<file path="src/rtl/mwd_pkg.sv">
package mwd_pkg;

   typedef enum logic {
      FIELD_PRIME  = 1'b0,
      FIELD_BINARY = 1'b1
   } field_e;

   // carry of one dual-mode cell: majority in the prime field, none in the binary field
   function automatic logic cell_carry(field_e f, logic x, logic y, logic z);
      return (f == FIELD_BINARY) ? 1'b0 : ((x & y) | (x & z) | (y & z));
   endfunction

endpackage

</file>
<file path="src/rtl/mwd_csa_row.sv">
module mwd_csa_row
   import mwd_pkg::*;
#(
   parameter int W = 8
) (
   input  field_e         fld,
   input  logic [W-1:0]   x,
   input  logic [W-1:0]   y,
   input  logic [W-1:0]   z,
   input  logic           cin,
   output logic [W-1:0]   s,
   output logic [W-1:0]   cvec,
   output logic           cout
);

   localparam int TOP = W - 1;

   logic [W-1:0] cy;
   logic         cin_g;

   if (W < 2) begin : g_bad_width
      $error("mwd_csa_row: W must be at least 2");
   end

   assign cin_g = (fld == FIELD_BINARY) ? 1'b0 : cin;

   for (genvar k = 0; k < W; k++) begin : g_cell
      assign s[k]  = x[k] ^ y[k] ^ z[k];
      assign cy[k] = cell_carry(fld, x[k], y[k], z[k]);
   end

   // carry vector realigned one place up; the lowest slot takes the word-below carry
   assign cvec = {cy[TOP-1:0], cin_g};
   assign cout = cy[TOP];

endmodule

</file>
<file path="src/rtl/mwd_align.sv">
module mwd_align #(
   parameter int W = 8
) (
   input  logic           flush,
   input  logic           s_lsb,
   input  logic           c_lsb,
   input  logic [W-2:0]   hold_s,
   input  logic [W-2:0]   hold_c,
   output logic [W-1:0]   ts_o,
   output logic [W-1:0]   tc_o
);

   localparam int HB = W - 1;

   logic top_s, top_c;

   // above the top word there is nothing left, so the flushed word gets a zero top bit
   assign top_s = flush ? 1'b0 : s_lsb;
   assign top_c = flush ? 1'b0 : c_lsb;

   assign ts_o = {top_s, hold_s[HB-1:0]};
   assign tc_o = {top_c, hold_c[HB-1:0]};

endmodule

</file>
<file path="src/rtl/mwd_mont_pu.sv">
module mwd_mont_pu
   import mwd_pkg::*;
#(
   parameter int W = 8
) (
   input  logic           clk,
   input  logic           rst_n,
   input  logic           fsel,
   input  logic           in_vld,
   input  logic           in_first,
   input  logic           in_last,
   input  logic           a_bit,
   input  logic [W-1:0]   b_word,
   input  logic [W-1:0]   m_word,
   input  logic [W-1:0]   ts_word,
   input  logic [W-1:0]   tc_word,
   output logic           out_vld,
   output logic [W-1:0]   out_ts,
   output logic [W-1:0]   out_tc
);

   localparam int HW = W - 1;

   if (W < 2) begin : g_bad_width
      $error("mwd_mont_pu: W must be at least 2");
   end

   field_e fld;
   assign fld = field_e'(fsel);

   // held state across the words of one pass
   logic          q_r;
   logic          c1_r, c2_r;
   logic          flush_r;
   logic [HW-1:0] hold_s, hold_c;
   logic          out_vld_r;
   logic [W-1:0]  out_ts_r, out_tc_r;

   // reduction bit: fresh on word 0, held for the higher words
   logic q_fresh, q_now;
   assign q_fresh = ts_word[0] ^ tc_word[0] ^ (a_bit & b_word[0]);
   assign q_now   = in_first ? q_fresh : q_r;

   logic [W-1:0] b_gated, m_gated;
   assign b_gated = {W{a_bit}} & b_word;
   assign m_gated = {W{q_now}} & m_word;

   logic c1_in, c2_in;
   assign c1_in = in_first ? 1'b0 : c1_r;
   assign c2_in = in_first ? 1'b0 : c2_r;

   // layer 1: partial result plus gated multiplicand
   logic [W-1:0] s1, c1v;
   logic         c1_top;
   mwd_csa_row #(.W(W)) u_layer_b (
      .fld  (fld),
      .x    (ts_word),
      .y    (tc_word),
      .z    (b_gated),
      .cin  (c1_in),
      .s    (s1),
      .cvec (c1v),
      .cout (c1_top)
   );

   // layer 2: plus gated modulus
   logic [W-1:0] s2, c2v;
   logic         c2_top;
   mwd_csa_row #(.W(W)) u_layer_m (
      .fld  (fld),
      .x    (s1),
      .y    (c1v),
      .z    (m_gated),
      .cin  (c2_in),
      .s    (s2),
      .cvec (c2v),
      .cout (c2_top)
   );

   // shift right by one, top bit borrowed from the current (next higher) word
   logic [W-1:0] al_ts, al_tc;
   mwd_align #(.W(W)) u_align (
      .flush  (flush_r),
      .s_lsb  (s2[0]),
      .c_lsb  (c2v[0]),
      .hold_s (hold_s),
      .hold_c (hold_c),
      .ts_o   (al_ts),
      .tc_o   (al_tc)
   );

   always_ff @(posedge clk or negedge rst_n) begin
      if (!rst_n) begin
         q_r       <= 1'b0;
         c1_r      <= 1'b0;
         c2_r      <= 1'b0;
         flush_r   <= 1'b0;
         hold_s    <= '0;
         hold_c    <= '0;
         out_vld_r <= 1'b0;
         out_ts_r  <= '0;
         out_tc_r  <= '0;
      end else begin
         out_vld_r <= flush_r | (in_vld & ~in_first);
         if (flush_r | (in_vld & ~in_first)) begin
            out_ts_r <= al_ts;
            out_tc_r <= al_tc;
         end
         if (in_vld) begin
            if (in_first) q_r <= q_fresh;
            c1_r    <= c1_top;
            c2_r    <= c2_top;
            hold_s  <= s2[W-1:1];
            hold_c  <= c2v[W-1:1];
            flush_r <= in_last;
         end else begin
            flush_r <= 1'b0;
         end
      end
   end

   assign out_vld = out_vld_r;
   assign out_ts  = out_ts_r;
   assign out_tc  = out_tc_r;

   // ---------------- assertions ----------------
   // with an odd modulus the held reduction bit clears bit 0 of word 0
   p_lsb_cleared_r5: assert property (@(posedge clk) disable iff (!rst_n)
      (in_vld && in_first && m_word[0]) |-> (s2[0] == 1'b0 && c2v[0] == 1'b0));

   // the binary field produces no carry anywhere in either layer
   p_no_carry_gf2_r3: assert property (@(posedge clk) disable iff (!rst_n)
      (in_vld && fsel) |-> (c1v == '0 && c2v == '0 && !c1_top && !c2_top));

   // an aligned word produced in the binary field carries an all-zero carry word
   p_tc_zero_gf2_r3: assert property (@(posedge clk) disable iff (!rst_n)
      (in_vld && !in_first && fsel && !flush_r) |=> (out_vld && out_tc == '0));

   // every non-first word emits the aligned word below it one cycle later
   p_word_emit_r6: assert property (@(posedge clk) disable iff (!rst_n)
      (in_vld && !in_first) |=> out_vld);

   // the top word is flushed two cycles after the last word
   p_flush_follows_r6: assert property (@(posedge clk) disable iff (!rst_n)
      (in_vld && in_last) |-> ##2 out_vld);

   // a flush cycle is never shared with a non-first word
   p_no_overlap_r6: assert property (@(posedge clk) disable iff (!rst_n)
      flush_r |-> !(in_vld && !in_first));

endmodule

</file>
<file path="config.mk">
export PLATFORM = sky130hd
export DESIGN_NAME = mwd_mont_pu
export DESIGN_NICKNAME = d
export VERILOG_FILES = /design/src/rtl/mwd_pkg.sv /design/src/rtl/mwd_csa_row.sv /design/src/rtl/mwd_align.sv /design/src/rtl/mwd_mont_pu.sv
export SDC_FILE = /design/constraint.sdc
export NUM_CORES = 1
export LEC_CHECK = 0
export ABC_AREA = 1
export BUFFER_PORTS_ARGS = -buffer_cell sky130_fd_sc_hd__buf_2
export CAP_MARGIN = 10
export CORE_MARGIN = 2
export CORE_UTILIZATION = 49
export DETAILED_ROUTE_END_ITERATION = 8
export PLACE_DENSITY = 0.79
export RECOVER_POWER = 25
export SLEW_MARGIN = 15
export SYNTH_ARGS = -nofsm -noshare
export SYNTH_HDL_FRONTEND = slang
export SYNTH_HIERARCHICAL = 1
export SYNTH_SLANG_ARGS = --single-unit
</file>
<file path="constraint.sdc">
create_clock -name clk -period 1.7 [get_ports clk]
set_input_delay 0.255 -clock clk [delete_from_list [all_inputs] [get_ports clk]]
set_output_delay 0.255 -clock clk [all_outputs]
set_load 0.005 [all_outputs]
</file>
# Word level (Yosys, flattened, before mapping)
# Index checks and enable logic that the tools add are counted.
totals:
  regBits: 35
  out_inout_bits: 17
  word_cells: 152
op_classes:
  bitwise: 119
  n_mux: 24
op_table:
  columns: ["cell", "n"]
  rows:
  - ["1-bit AND", 50]
  - ["1-bit bitwise OR", 33]
  - ["1-bit XOR", 33]
  - ["1-bit two-way mux", 24]
  - ["8-bit AND", 2]
  - ["1-bit NOT", 1]

# Logic depth before layout (Yosys ltp)
logic_depth:
  word_depth: 9
  depth_mapped: 15
  mapped_depth_nobuf: 13

# Modules after synthesis
# The synthesis kept the hierarchy.
by_module_without_submodules:
  columns: ["mod", "cells_each", "instances", "area_each_um2"]
  rows:
  - ["mwd_mont_pu", 192, 1, 1520.2]
  - ["mwd_csa_row", 52, 2, 354.1]
  - ["mwd_align", 20, 1, 135.1]

# Worst setup path after synthesis
# OpenSTA, ideal clock, no wires.
synth_path:
  kind: "input-to-reg"
  start: "input port a_bit"
  end: "register out_ts_r[7], in the netlist out_ts[7]"
  setup_slack_ns: -0.271
  required_time_ns: 1.574
  n_path_buf: 2
  path_stages: 14
  arrival_time_ns: 1.845
  setup_time_ns: 0.126
  cell_sequence: "buf_4 nand2_1 inv_1 inv_1 fa_1 inv_1 inv_1 fa_1 inv_1 inv_1 nor2_1 buf_4 nand2_1 o21ai_0"
synth_lines:
  columns: ["item", "line_no", "source"]
  rows:
  - ["start: declaration", "mwd_mont_pu.sv:12", "input logic a_bit,"]
  - ["8-bit AND", "mwd_mont_pu.sv:45", "assign b_gated = {W{a_bit}} & b_word;"]
  - ["named net b_gated[0]", "mwd_mont_pu.sv:44", "logic [W-1:0] b_gated, m_gated;"]
  - ["1-bit XOR", "mwd_csa_row.sv:28", "assign s[k] = x[k] ^ y[k] ^ z[k];"]
  - ["named net s1[0]", "mwd_mont_pu.sv:53", "logic [W-1:0] s1, c1v;"]
  - ["1-bit XOR (2 in a row)", "mwd_csa_row.sv:28", null]
  - ["named net s2[0]", "mwd_mont_pu.sv:67", "logic [W-1:0] s2, c2v;"]
  - ["1-bit two-way mux", "mwd_align.sv:18", "assign top_s = flush ? 1'b0 : s_lsb;"]
  - ["named net u_align.top_s", "mwd_align.sv:15", "logic top_s, top_c;"]
  - ["end signal: assignment", "mwd_mont_pu.sv:106", "out_ts_r <= al_ts;"]
  - ["end: declaration", "mwd_mont_pu.sv:37", "logic [W-1:0] out_ts_r, out_tc_r;"]
# The timed path passes the listed nets, and every way through them passes these cells.
# A chain may end at the register's enable or synchronous reset.

# Worst setup path after layout
layout_path:
  start: "input port a_bit"
  end: "register out_ts_r[7], in the netlist out_ts[7]"
layout_lines:
  columns: ["item", "line_no", "source"]
  rows:
  - ["8-bit AND", "mwd_mont_pu.sv:45", null]
  - ["named net b_gated[0]", "mwd_mont_pu.sv:44", null]
  - ["1-bit XOR", "mwd_csa_row.sv:28", null]
  - ["named net s1[0]", "mwd_mont_pu.sv:53", null]
  - ["1-bit XOR (2 in a row)", "mwd_csa_row.sv:28", null]
  - ["named net s2[0]", "mwd_mont_pu.sv:67", null]
  - ["1-bit two-way mux", "mwd_align.sv:18", null]
  - ["named net al_ts[7]", "mwd_mont_pu.sv:81", "logic [W-1:0] al_ts, al_tc;"]
# The timed path passes the listed nets, and every way through them passes these cells.

==> flow_summary_export.csv <==
group,metric,value,unit
layout,postLayoutCellArea,0.00272,mm²
clock_network,clockBufferDepth,2,
setup_path,required,1.85,ns
route,drc,0,
sta,hold_viol,0,
sta,drv_slew,0,
synthesis,synth.area.mux_share,0,%
grt,grt.met2_usage,27.9,%
grt,grt_use_met3,2.88,%
floorplan,die-height,73.5,µm
setup_path,end_kind,"register",
floorplan,start_util,50.4,%
synthesis,synth-compound-area-share,4.61,%
sta,fin_crit,1.62,ns
floorplan,ioPinCount,56,
setup_path,arrival,1.77,ns
worst_hold_path,hold_class,"input pin to asynchronous set/reset pin",
placed_design,dpl.cell_count,402,
grt,gr-total-overflow,0,
synthesis,synth_top_family_by_area,"buffers and inverters",
sta,finalClockSkew,0.00193,ns
route,drt_first_iter_violations,96,
clock_network,cts_root_buf,"clkbuf_8",
synthesis,synthXorXnorAreaFrac,0,%
synthesis,yosys.area.top_type,"dfrtp_1",
synthesis,synthTopCellsByArea,"dfrtp_1 (37%), inv_1 (17%), fa_1 (14%), nand2_1 (12%), buf_4 (6.0%)",
clock_network,cts_made_buffers,5,
sta,setup_tns,0,ns
synthesis,ys_types,17,
setup_path,start_kind,"input pin",
sta,fmax,617,MHz
synthesis,syn_inst,316,
placed_design,gp_congestion,0.760,
grt,antenna_found_initial,0,
synthesis,syn_area_per_cell,7.48,µm²
layout,fin_nets,411,
power_and_ir_drop,vdd_drop_max,306,µV
layout,num_antenna_cells,0,
clock_network,cts.sink_count,35,
job,maxCapViolations,0,
synthesis,synth_nets,371,
layout,syn_to_final_growth,14.9,%
synthesis,synth_fa_ha_area_share,13.6,%
grt,grt_pass1_wl,7070,µm
sta,worst_slew_pin_slew,0.824,ns
floorplan,core-area,0.00469,mm²
power_and_ir_drop,power_leakage,1.61,nW
layout,drive_above_1_share,25.8,%
grt,grt_max_degree,36,
clock_network,h-tree-depth,2,
setup_path,critical_path_class,"input pin to register",
layout,final_common_cell,"inv_1",
setup_path,crit_path_max_fanout,8,
layout,stdcell_count,411,
sta,setup_viol,0,
floorplan,fp.dieW,73.5,µm
clock_network,worstSkewPairLatency,0.29,ns
setup_path,ff2ff_setup_slack,0.08,ns
synthesis,synth-seq-cells,35,
grt,use_met1,21.4,%
route,dr_total_vias,1714,
clock_network,clkSlewWorstSetupHoldPaths,0.06,ns
grt,busiest_layer,"met2",
route,drt-wirelength-per-cell,9.47,µm
synthesis,netlist_area,0.00236,mm²
floorplan,dieArea,0.00539,mm²
placed_design,dp_slack,-0.289,ns
sta,relSlewSlack,45.1,%
grt,grt_pass1_vias,1728,
floorplan,rows,25,
placed_design,post_dp_cell_area,0.00257,mm²
power_and_ir_drop,powerDensity,833,mW/mm²
placed_design,hpwl,3060,µm
route,first_pass_iters,4,
placed_design,io_buffers,55,
route,ant_nets,0,
layout,fin_util,57.9,%
sta,min_period_over_period,95.3,%
synthesis,yosysSeqAreaShare,37.1,%
route,vias_per_cell,4.17,
clock_network,tritoncts,"done",
run_status,status,"completed",
sta,fin_ws,0.0805,ns
layout,mostFrequentLayoutCells,"inv_1 (103), nand2_1 (76), buf_2 (52)",
route,routed_wl,3890,µm
grt,grt_usage,16.6,%
synthesis,synthSimpleGateAreaFrac,19.9,%
sta,rsz0062_at_grt,"true",
synthesis,synth_warnings,6,
synthesis,synth_top_area_share,37.1,%
registers in the layout, indices dropped and copies added (netlist names), named ones only:
signal / flops
out_tc: 8
out_ts: 8
hold_c: 7
hold_s: 7
c1_r: 1
c2_r: 1
flush_r: 1
out_vld: 1
worst max-delay path, cell delays in order:
cell	delay [ns]
buf_8	0.10
nand2_4	0.05
inv_2	0.05
inv_2	0.03
fa_1	0.44
inv_1	0.07
inv_1	0.05
fa_1	0.50
inv_1	0.04
inv_1	0.04
nor2_1	0.03
nand2_1	0.06
o21ai_1	0.06
metrics by stage:
| stage | hold WS [ns] | total power [mW] |
|---|---|---|
| after floorplan | -0.0406 | 1.48 |
| after global placement | 0.352 | 1.58 |
| after detailed placement | 0.362 | 1.61 |
| after CTS | 0.0536 | 2.28 |
| after global routing | 0.140 | 2.44 |
| final | 0.0500 | 2.26 |
area by class of cell:
type                    count  area [µm²]
multi-input cells         148         936
well taps                  54        67.6
repair buffers             60         338
inverters                 106         398
fillers                   434        1980
flip-flops and latches     35         876
clock buffers               8         100
power breakdown:
| group | switching [mW] | internal, mW | total [mW] |
|---|---|---|---|
| registers | 0.0634 | 0.962 | 1.03 |
| clock network | 0.286 | 0.369 | 0.655 |
| logic | 0.323 | 0.259 | 0.581 |
kinds of logic after synthesis:
| family | count (synthesis) |
|---|---|
| AND/OR/NAND/NOR | 113 |
| adder cells (fa/ha/maj) | 16 |
| AO/OA/AOI/OAI | 19 |
| buffers and inverters | 133 |
| flip-flops | 35 |
repair_timing:
action                     in CTS  in global routing
setup buffers                   1                  0
hold endpoints to repair        0                  0
hold buffers                    0                  0
pin swaps                       1                  3
setup endpoints to repair       1                 10
resized for setup               1                  9
cells in the mapped netlist:
library cell and n:
nand2_2 1, dfrtp_1 35, clkbuf_1 3, o21ai_0 18, buf_4 19, nor2_1 20
nor2_4 2, nor2_2 8, nand2_1 77, inv_1 105, or2_2 1, o21bai_4 1
fa_1 16, buf_2 3, buf_6 2, nand3_1 4, inv_2 1
layer usage:
layer	wire [µm]	share of wire [%]
met1	1870	48
met2	1770	46
met3	202	5.2
met4	47	1.2
met5	0	0
final timing paths:
kind,to,start,depth (start not counted)
min,out_tc[5],rst_n,1
min reg2reg,hold_s[1],hold_s[1],2
max reg2reg,hold_s[2],register,9
max in group asynchronous,out_tc[4],rst_n,1
min in group clk,flush_r,in_last,3
max,out_ts[7],a_bit,13
Note: power is estimated with default switching activity, not from simulation.
